File: config.mk
export PLATFORM = sky130hd
export DESIGN_NAME = ipi_cluster_ctrl
export DESIGN_NICKNAME = d
export VERILOG_FILES = /design/src/rtl/ipi_pkg.sv /design/src/rtl/ipi_prio_arb.sv /design/src/rtl/ipi_pend_matrix.sv /design/src/rtl/ipi_line_fsm.sv /design/src/rtl/ipi_cluster_ctrl.sv
export SDC_FILE = /design/constraint.sdc
export NUM_CORES = 1
export LEC_CHECK = 0
export BUFFER_PORTS_ARGS = -buffer_cell sky130_fd_sc_hd__buf_2
export CORE_MARGIN = 3
export CORE_UTILIZATION = 45
export DETAILED_ROUTE_END_ITERATION = 7
export GPL_TIMING_DRIVEN = 1
export PLACE_DENSITY = 0.81
export RECOVER_POWER = 50
export SYNTH_ARGS = -nofsm -noshare
export SYNTH_HDL_FRONTEND = slang
export SYNTH_SLANG_ARGS = --single-unit
File: constraint.sdc
create_clock -name clk -period 8.3 [get_ports clk]
set_input_delay 2.49 -clock clk [delete_from_list [all_inputs] [get_ports clk]]
set_output_delay 2.49 -clock clk [all_outputs]
set_load 0.05 [all_outputs]
File: src/rtl/ipi_pkg.sv
package ipi_pkg;

    localparam int OPW = 5;

    localparam logic [OPW-1:0] OPC_RAISE = 5'd1;
    localparam logic [OPW-1:0] OPC_PEEK  = 5'd2;
    localparam logic [OPW-1:0] OPC_WHO   = 5'd3;
    localparam logic [OPW-1:0] OPC_ACK   = 5'd4;

    typedef enum logic [2:0] {
        K_NONE,
        K_RAISE,
        K_PEEK,
        K_WHO,
        K_ACK,
        K_BAD
    } cmd_kind_e;

    typedef enum logic {
        LINE_QUIET,
        LINE_RAISED
    } line_state_e;

    function automatic cmd_kind_e decode_op(input logic go, input logic [OPW-1:0] op);
        cmd_kind_e k;
        if (!go) begin
            k = K_NONE;
        end else begin
            unique case (op)
                OPC_RAISE: k = K_RAISE;
                OPC_PEEK:  k = K_PEEK;
                OPC_WHO:   k = K_WHO;
                OPC_ACK:   k = K_ACK;
                default:   k = K_BAD;
            endcase
        end
        return k;
    endfunction

endpackage

File: src/rtl/ipi_prio_arb.sv
module ipi_prio_arb #(
    parameter int N    = 4,
    parameter int IDXW = (N > 1) ? $clog2(N) : 1
) (
    input  logic [N-1:0]    req,
    output logic [N-1:0]    ready,
    output logic [N-1:0]    grant,
    output logic [IDXW-1:0] grant_idx,
    output logic            any
);

    always_comb begin
        logic blocked;
        blocked   = 1'b0;
        grant_idx = '0;
        for (int c = 0; c < N; c++) begin
            ready[c] = ~blocked;
            grant[c] = req[c] & ~blocked;
            if (grant[c]) begin
                grant_idx = IDXW'(c);
            end
            blocked = blocked | req[c];
        end
        any = blocked;
    end

endmodule

File: src/rtl/ipi_pend_matrix.sv
module ipi_pend_matrix
    import ipi_pkg::*;
#(
    parameter int N     = 4,
    parameter int ARG_W = 5,
    parameter int RB_W  = 32,
    parameter int IDXW  = (N > 1) ? $clog2(N) : 1,
    parameter int CELLS = N * N
) (
    input  logic             clk,
    input  logic             rst_n,
    input  cmd_kind_e        kind,
    input  logic [IDXW-1:0]  src,
    input  logic [ARG_W-1:0] arg,
    output logic [CELLS-1:0] pend_q,
    output logic [CELLS-1:0] pend_d,
    output logic [RB_W-1:0]  rb_value
);

    logic arg_ok;
    int   src_i;
    int   arg_i;

    assign src_i  = int'(src);
    assign arg_i  = int'(arg);
    assign arg_ok = (arg_i < N);

    // next state of the matrix: row t holds the senders pending toward t
    always_comb begin
        pend_d = pend_q;
        unique case (kind)
            K_RAISE: if (arg_ok) pend_d[arg_i*N + src_i] = 1'b1;
            K_ACK:   if (arg_ok) pend_d[src_i*N + arg_i] = 1'b0;
            default: ;
        endcase
    end

    // readback word computed from the state before this command
    always_comb begin
        rb_value = '0;
        unique case (kind)
            K_PEEK: if (arg_ok) rb_value[0] = pend_q[arg_i*N + src_i];
            K_WHO:  rb_value[N-1:0] = pend_q[src_i*N +: N];
            default: ;
        endcase
    end

    always_ff @(posedge clk) begin
        if (!rst_n) begin
            pend_q <= '0;
        end else begin
            pend_q <= pend_d;
        end
    end

endmodule

File: src/rtl/ipi_line_fsm.sv
module ipi_line_fsm
    import ipi_pkg::*;
#(
    parameter int N = 4
) (
    input  logic         clk,
    input  logic         rst_n,
    input  logic [N-1:0] row_next,
    output logic         irq
);

    line_state_e state_q;
    line_state_e state_d;

    always_comb begin
        state_d = state_q;
        unique case (state_q)
            LINE_QUIET:  if (|row_next)  state_d = LINE_RAISED;
            LINE_RAISED: if (~|row_next) state_d = LINE_QUIET;
            default:     state_d = LINE_QUIET;
        endcase
    end

    always_ff @(posedge clk) begin
        if (!rst_n) begin
            state_q <= LINE_QUIET;
        end else begin
            state_q <= state_d;
        end
    end

    always_comb begin
        unique case (state_q)
            LINE_RAISED: irq = 1'b1;
            default:     irq = 1'b0;
        endcase
    end

endmodule

File: src/rtl/ipi_cluster_ctrl.sv
module ipi_cluster_ctrl
    import ipi_pkg::*;
#(
    parameter int N_CORES = 4,
    parameter int ARG_W   = 5,
    parameter int RB_W    = 32
) (
    input  logic                     clk,
    input  logic                     rst_n,
    input  logic [N_CORES-1:0]       cmd_valid,
    input  logic [N_CORES*OPW-1:0]   cmd_op,
    input  logic [N_CORES*ARG_W-1:0] cmd_arg,
    output logic [N_CORES-1:0]       cmd_ready,
    output logic [N_CORES-1:0]       rb_valid,
    output logic [N_CORES*RB_W-1:0]  rb_data,
    output logic [N_CORES-1:0]       irq
);

    localparam int IDXW  = (N_CORES > 1) ? $clog2(N_CORES) : 1;
    localparam int CELLS = N_CORES * N_CORES;

    logic [N_CORES-1:0] grant;
    logic [IDXW-1:0]    grant_idx;
    logic               any_go;
    logic [OPW-1:0]     sel_op;
    logic [ARG_W-1:0]   sel_arg;
    cmd_kind_e          kind;
    logic [CELLS-1:0]   pend_q;
    logic [CELLS-1:0]   pend_d;
    logic [RB_W-1:0]    rb_value;

    ipi_prio_arb #(.N(N_CORES), .IDXW(IDXW)) u_arb (
        .req       (cmd_valid),
        .ready     (cmd_ready),
        .grant     (grant),
        .grant_idx (grant_idx),
        .any       (any_go)
    );

    always_comb begin
        sel_op  = '0;
        sel_arg = '0;
        for (int c = 0; c < N_CORES; c++) begin
            if (grant[c]) begin
                sel_op  = cmd_op[c*OPW +: OPW];
                sel_arg = cmd_arg[c*ARG_W +: ARG_W];
            end
        end
    end

    assign kind = decode_op(any_go, sel_op);

    ipi_pend_matrix #(
        .N(N_CORES), .ARG_W(ARG_W), .RB_W(RB_W), .IDXW(IDXW), .CELLS(CELLS)
    ) u_mat (
        .clk      (clk),
        .rst_n    (rst_n),
        .kind     (kind),
        .src      (grant_idx),
        .arg      (sel_arg),
        .pend_q   (pend_q),
        .pend_d   (pend_d),
        .rb_value (rb_value)
    );

    for (genvar t = 0; t < N_CORES; t++) begin : g_line
        ipi_line_fsm #(.N(N_CORES)) u_line (
            .clk      (clk),
            .rst_n    (rst_n),
            .row_next (pend_d[t*N_CORES +: N_CORES]),
            .irq      (irq[t])
        );
    end

    for (genvar c = 0; c < N_CORES; c++) begin : g_rb
        always_ff @(posedge clk) begin
            if (!rst_n) begin
                rb_valid[c]              <= 1'b0;
                rb_data[c*RB_W +: RB_W]  <= '0;
            end else begin
                rb_valid[c] <= grant[c];
                if (grant[c]) begin
                    rb_data[c*RB_W +: RB_W] <= rb_value;
                end
            end
        end
    end

endmodule

==> summary.md, run 1 <==
| Metric | Value |
|---|---|
| Outcome | finished, violations left |
| Failing checks | max-capacitance violations, max-slew violations |
| Overflow after GRT | 0 |
| Vias per inst | 5.03 |
| Dpl hpwl | 6800 microns |
| Layout Skew | 12.9 ps |
| DRC Markers | 0 |
| Max-slew violation count | 15 |
| Drt pass-1 iters | 4 |
| Number of core rows | 30 |
| Syn avg cell area | 7.84 sq um |
| Starting density of the core | 47.9% |
| Final hold viol count | 0 |
| Startpoint Class | input pin |
| H-tree levels | 2 |
| P_leak | 1.45 nW |
| Nets | 529 |
| Final GP Congestion | 0.960 |
| Total of max-cap violations | 1 |
| Synth cell types | 59 |
| CTS Buffer Depth | 2 |
| Clock Latency Late Sink | 300 ps |
| Post-synth EDFFs | 0 |
| Pwr Total | 521 uW |
| Drt total wl | 8710 microns |
| Io pins | 186 |
| Async S/R FF share, synth | 0% |
| Vias in the first global route | 2648 |
| PortBufs | 72 |
| CTS Buf Count | 5 |
| Synth-to-Final Area Change | -1.71% |
| Routed Antenna Nets | 0 |
| Slew @ Worst Pin | 2280 ps |
| Mapped Area | 3360 sq um |
| Total core area | 7020 sq um |
| Crit path DAT | 6900 ps |
| First-pass GRT wire length | 13400 microns |
| Tightest Hold Check Type | reg -> reg |
| Filler instances | 766 |
| Clock Tree Root | clkbuf_8 |
| Seq/Total Area, Yosys | 23.8% |
| Drt wl/cell | 15.1 microns |
| PD cells | 158 nW/um^2 |
| Crit path max fanout | 26 |
| Post-synthesis register bit count | 40 |
| Tcrit/Tclk final | 81.1% |
| Setup Viol. Count Final | 0 |
| Largest net degree at the start of global routing | 27 |
| Worst-path clk slew | 70 ps |
| WP data required | 8470 ps |
| Hold Buf Count CTS | 0 |
| Yosys warns | 0 |
| Fmax | 0.149 GHz |
| Synth Flop Type | dfxtp_1 |
| Max VDD drop | 60.0 uV |
| Endpoint class of the critical path | flip-flop |
| Die height | 92.5 microns |
| Initial antenna violation count | 0 |
| Share of cells above drive strength 1 | 12.9% |
| Postcts setup bufs | 0 |
| CTS tree | built |
| Post-CTS sizing | 0 |
| Die area | 8550 sq um |
| 1st-iter DRT viols | 316 |
| Die width | 92.5 microns |
| Critical path class | in -> reg |
| Ant. Diodes | 0 |
| Tot GR Track Use | 19.4% |
| Via Count | 2904 |
| TritonCTS Sinks | 40 |
| Synthesized netlist cell count | 429 |
| Worst relative slew slack | -54.0% |
| Post-Route Setup TNS | 0 ps |
| Fin crit period | 6730 ps |
| Unrepaired setup endpoints after global routing | no |
## metal layers
layer / global-route usage [%] / routed length [microns] / part of all wire [%]
met5: 0 / 0 / 0
met1: 25.0 / 3460 / 40
met3: 4.71 / 819 / 9.4
met2: 33.3 / 4380 / 50
met4: 3.22 / 46 / 0.53
## cells in the final DEF, fill, tap and decap left out, types with 6 or more instances in the layout
master / Yosys / layout
a21oi_1: 23 / 23
a31oi_1: 8 / 8
and2_1: 15 / 15
buf_2: 6 / 47
clkbuf_1: 9 / 27
clkbuf_8: 0 / 6
conb_1: 2 / 113
dfxtp_1: 40 / 40
inv_1: 11 / 11
nand2_1: 38 / 38
nand2b_1: 6 / 6
nand3_1: 10 / 10
nand3b_1: 7 / 7
nand4_1: 6 / 6
nor2_1: 15 / 15
nor3_1: 15 / 15
o21ai_0: 17 / 17
o21ai_1: 6 / 6
## power breakdown
part	switching (mW)	internal, mW	total [mW]
combinational	0.169	0.0271	0.196
sequential	0.000263	0.193	0.193
clock	0.0647	0.0678	0.133
total	0.234	0.288	0.521
## synth_stat cells (2+ instances only)
master / number / area (sq um)
buf_1: 2 / 7.51
a221o_1: 3 / 30.0
nor3_1: 15 / 75.1
a31oi_1: 8 / 50.1
nand4_1: 6 / 37.5
nor2_1: 15 / 56.3
o211ai_1: 4 / 30.0
or3_1: 2 / 12.5
conb_1: 2 / 7.51
nand3_1: 10 / 50.1
clkbuf_1: 9 / 33.8
nor4_1: 2 / 12.5
inv_1: 11 / 41.3
o2bb2ai_1: 2 / 17.5
ha_1: 2 / 25.0
buf_6: 3 / 33.8
a21oi_1: 23 / 115
a22oi_1: 3 / 22.5
nand2_1: 38 / 143
o41ai_1: 4 / 35.0
o41a_1: 4 / 45.0
nor2b_1: 3 / 18.8
mux2i_1: 2 / 20.0
o22ai_1: 5 / 31.3
and2_1: 15 / 93.8
o31ai_1: 4 / 30.0
dfxtp_1: 40 / 801
nand3b_1: 7 / 52.6
buf_2: 6 / 30.0
nand2b_1: 6 / 37.5
o221ai_1: 3 / 26.3
o21ai_1: 6 / 30.0
buf_4: 119 / 893
o21ai_0: 17 / 85.1
mux4_2: 4 / 90.1
## worst max-delay path, stage by stage
cell	delay (ps)
buf_2	250
nor4b_1	1870
a21o_1	340
ha_1	160
inv_1	60
fa_1	720
nand2_1	180
o31ai_1	230
o21ai_0	160
o41a_1	440
## stage by stage
step / instance area (sq um) / utilization [%] / cells / setup WS (ps) / hold WS, ps
4_1_cts: 3350 / 47.8 / 577 / 2310 / 457
6_report: 3310 / 47.1 / 577 / 1570 / 461
3_5_place_dp: 3260 / 46.5 / 569 / 2310 / 447
2_1_floorplan: 3780 / - / 540 / 1810 / 471
5_1_grt: 3310 / 47.1 / 577 / 1230 / 476
3_3_place_gp: 3260 / 46.5 / 569 / 2360 / 441
## sequential cells by signal, summed over array words and instances (netlist names)
signal / flops
g_line.u_line.state_q: 4
u_mat.pend_q: 16
rb_valid: 4
rb_data: 16
## final cells by class
type | count | area [sq um] | share of cell area (%)
Timing Repair Buffer | 72 | 329 | 9.95
Clock buffer | 8 | 90.1 | 2.73
Sequential cell | 40 | 801 | 24.2
Inverter | 12 | 45.0 | 1.36
Tap cell | 96 | 120 | 3.63
Multi-Input combinational cell | 349 | 1920 | 58.1
## kinds of logic (layout without fill, tap and decap cells)
family,after synthesis,after routing,share of synthesized area [%]
other,2,113,0.223
adders and majority gates,3,3,1.34
buffers and inverters,151,92,31.0
muxes,6,6,3.27
DFF,40,40,23.8
and+or+nand+nor,129,129,20.6
AOI/OAI and AO/OA,98,98,19.8
## final timing paths
path	cells past startpoint	endpoint	startpoint	slack (ps)
min reg2reg	2	rb_data[98]	rb_data[98]	460
min	2	rb_data[98]	rb_data[98]	460
max	10	g_line[1].u_line.state_q	cmd_valid[0]	1570
max reg2reg	7	rb_data[32]	u_mat.pend_q[5]	6450
Power figures use the tool's default switching activity.
==> run 2, diff against run 1 <==
--- a/config.mk
+++ b/config.mk
@@ -5,12 +5,13 @@
 export SDC_FILE = /design/constraint.sdc
 export NUM_CORES = 1
 export LEC_CHECK = 0
+export ABC_AREA = 1
 export BUFFER_PORTS_ARGS = -buffer_cell sky130_fd_sc_hd__buf_2
 export CORE_MARGIN = 3
 export CORE_UTILIZATION = 45
 export DETAILED_ROUTE_END_ITERATION = 7
 export GPL_TIMING_DRIVEN = 1
-export PLACE_DENSITY = 0.81
+export PLACE_DENSITY = 0.78
 export RECOVER_POWER = 50
 export SYNTH_ARGS = -nofsm -noshare
 export SYNTH_HDL_FRONTEND = slang
==> constraint.sdc (replaced) <==
create_clock -name clk -period 6.4 [get_ports clk]
set_input_delay 1.92 -clock clk [delete_from_list [all_inputs] [get_ports clk]]
set_output_delay 1.92 -clock clk [all_outputs]
set_load 0.05 [all_outputs]
==> summary.md, run 2 <==
| Metric | Value |
|---|---|
| Overflow after GRT | 0 (unchanged) |
| Mapped Area | 3910 sq um (+16%) |
| Uppermost layer routed | met4 |
| Top Registers | rb_data x16, u_mat.pend_q x16 |
| Postcts setup bufs | 0 (unchanged) |
| WP data required | 4480 ps (-3990 ps) |
| Slew @ Worst Pin | 999 ps (-1280 ps) |
| Die width | 99.3 microns (+7.4%) |
| CTS Buffer Depth | 2 (unchanged) |
| Metal2 WL | 4430 microns (+1.0%) |
| Share of cells above drive strength 1 | 14.9% (+2.0 points) |
| Die area | 9850 sq um (+15%) |
| Filler instances | 945 (+23%) |
| Most frequent cells after synthesis | nand2_1 (153), buf_4 (123), nor2_1 (72) |
| Biggest area consumer among synthesized cells | buf_4 |
| Ant. Diodes | 0 (unchanged) |
| Most frequent cells in the layout | nand2_1 (154), conb_1 (113), nor2_1 (72), buf_2 (47), inv_1 (46) |
| Met1 wire length | 3800 microns (+9.8%) |
| TritonCTS Sinks | 40 (unchanged) |
| H-tree levels | 2 (unchanged) |
| Crit path max fanout | 23 (-12%) |
| Max-slew violation count | 0 (-15) |
| Final hold viol count | 0 (unchanged) |
| Post-Route Setup TNS | 0 ps (unchanged) |
| Synth Flop Type | dfxtp_1 |
| CTS tree | built |
| Die height | 99.3 microns (+7.4%) |
| Dpl hpwl | 7060 microns (+3.7%) |
| Unrepaired setup endpoints after global routing | no |
| Synth cell types | 39 (-34%) |
| Initial antenna violation count | 0 (unchanged) |
| DRC Markers | 0 (unchanged) |
| Total core area | 8340 sq um (+19%) |
| Final GP Congestion | 0.956 (-0.43%) |
| CTS Buf Count | 5 (unchanged) |
| Post-synthesis register bit count | 40 (unchanged) |
| Worst-path clk slew | 80 ps (about the same) |
| Yosys warns | 0 (unchanged) |
| Critical path class | in -> out |
| PD cells | 201 nW/um^2 (+28%) |
| Via Count | 3584 (+23%) |
| Tcrit/Tclk final | 81.5% |
| Drt wl/cell | 11.7 microns (-22%) |
| Fmax | 0.192 GHz |
| Post-DP Area | 3820 sq um (+17%) |
| Routed Antenna Nets | 0 (unchanged) |
| Outcome | finished, final reports clean |
| Layout Skew | 3.29 ps (-9.64 ps) |
| Syn avg cell area | 6.35 sq um (-19%) |
| CP bufs+invs | 3 (+1) |
| Seq/Total Area, Yosys | 20.5% (-3.3 points) |
| Startpoint Class | input pin |
| Vias in the first global route | 3029 (+14%) |
| Io pins | 186 (unchanged) |
| Setup Viol. Count Final | 0 (unchanged) |
| Drt total wl | 9120 microns (+4.6%) |
| Final instance area | 3860 sq um (+17%) |
| Storage element area | 801 sq um (unchanged) |
| Synth-to-Final Area Change | -1.28% |
| Critical path's top delay family | buffers and inverters |
| 1st-iter DRT viols | 261 (-17%) |
| Commonest non-fill, non-tap cell in the layout | nand2_1 |
| First-pass GRT wire length | 14300 microns (+6.6%) |
| Crit path DAT | 3300 ps (-3600 ps) |
| Number of core rows | 33 (+10%) |
| WL met3 | 767 microns (-6.3%) |
| Most frequent cell after synthesis | nand2_1 |
| Synthesized netlist cell count | 616 (+44%) |
| Top post-synthesis cells by area | buf_4 (24%), dfxtp_1 (20%), nand2_1 (15%) |
| Fin crit period | 5220 ps |
| Endpoint class of the critical path | output pin |
| Synth top area share | 23.6% (-3.0 points) |
| Total of max-cap violations | 0 (-1) |
| Starting density of the core | 46.9% (-0.99 points) |
| PortBufs | 72 (unchanged) |
| Tot GR Track Use | 17.5% (-1.9 points) |
| Max VDD drop | 128 uV (+110%) |
| Worst path slowest cell | clkbuf_1 |
| Clock Latency Late Sink | 290 ps (about the same) |
| Tightest Hold Check Type | reg -> reg |
| P_leak | 2.11 nW (+46%) |
| Nets | 718 (+36%) |
| Async S/R FF share, synth | 0% (unchanged) |
| Worst relative slew slack | 33.4% (+87 points) |
| Post-CTS sizing | 0 (unchanged) |
| Post-synth EDFFs | 0 (unchanged) |
| Clock Tree Root | clkbuf_8 |
| Crit path cell chain | clkbuf_1, inv_1, buf_2 |
| Multi-input logic area | 2270 sq um (+18%) |
| Critical Path Max Stage Delay | 720 ps (-1150 ps) |
| Largest net degree at the start of global routing | 25 (-7.4%) |
| Hold Buf Count CTS | 0 (unchanged) |
| Vias per inst | 4.62 (-8.2%) |
| Drt pass-1 iters | 5 (+1) |
## run 2: cell types whose count changed after synthesis, sizes merged, moves of 15 or more
cell,previous run,this run
nand2,38,159
nor2,16,86
inv,12,57
nand3,10,47
o21ai,23,41
and2,15,0
## run 2: routing by layer
metal	vias up	GRT usage, %
met5	-	0
met1	1592	22.3
met2	171	30.2
met3	11	3.09
met4	0	4.73
li1	1810	-
## run 2: layout make-up
class / count / share of cell area, %
Clock buffer: 5 / 1.78
Clock inverter: 3 / 1.20
Inverter: 58 / 5.63
Multi-Input combinational cell: 493 / 58.7
Sequential cell: 40 / 20.7
Tap cell: 105 / 3.40
Timing Repair Buffer: 72 / 8.52
## run 2: worst register-to-register path, delay by kind of cell, from the launching register on
kind | cells | cell delay (ps)
AOI/OAI and AO/OA | 2 | 270
buffers and inverters | 2 | 100
DFF | 1 | 340
and+or+nand+nor | 6 | 600
## run 2: power by group
group	total (mW)	internal, mW	switching [mW]
clock	0.213	0.118	0.0953
sequential	0.258	0.255	0.00278
combinational	0.307	0.0447	0.262
total	0.777	0.417	0.360
## run 2: kinds of logic after synthesis
group	share of synthesized area [%]
AO/OA/AOI/OAI	8.70
adder cells (fa/ha/maj)	0.831
buffers and inverters	31.1
flip-flops	20.5
other	0.192
AND/OR/NAND/NOR	38.7
## run 2: path summary, 6_finish.rpt
| check | from | endpoint | slack, ps | depth (start not counted) |
|---|---|---|---|---|
| worst max register to register | u_mat.pend_q[0] | rb_data[0] | 5000 | 10 |
| worst min register to register | rb_data[98] | rb_data[98] | 550 | 2 |
| worst min-delay path | rb_data[98] | rb_data[98] | 550 | 2 |
| worst max-delay path | cmd_valid[0] | cmd_ready[1] | 1180 | 3 |
## run 2: metrics by stage
step / hold slack, ps / worst slack (ps) / utilization, % / power (mW) / instances
4_1_cts: 546 / 1470 / 47.2 / 0.785 / 776
5_1_grt: 570 / 902 / 46.3 / 0.815 / 776
3_3_place_gp: 512 / 1490 / 45.8 / 0.571 / 768
2_1_floorplan: 521 / 1610 / - / 0.588 / 727
3_5_place_dp: 520 / 1470 / 45.8 / 0.571 / 768
6_report: 550 / 1180 / 46.3 / 0.777 / 776
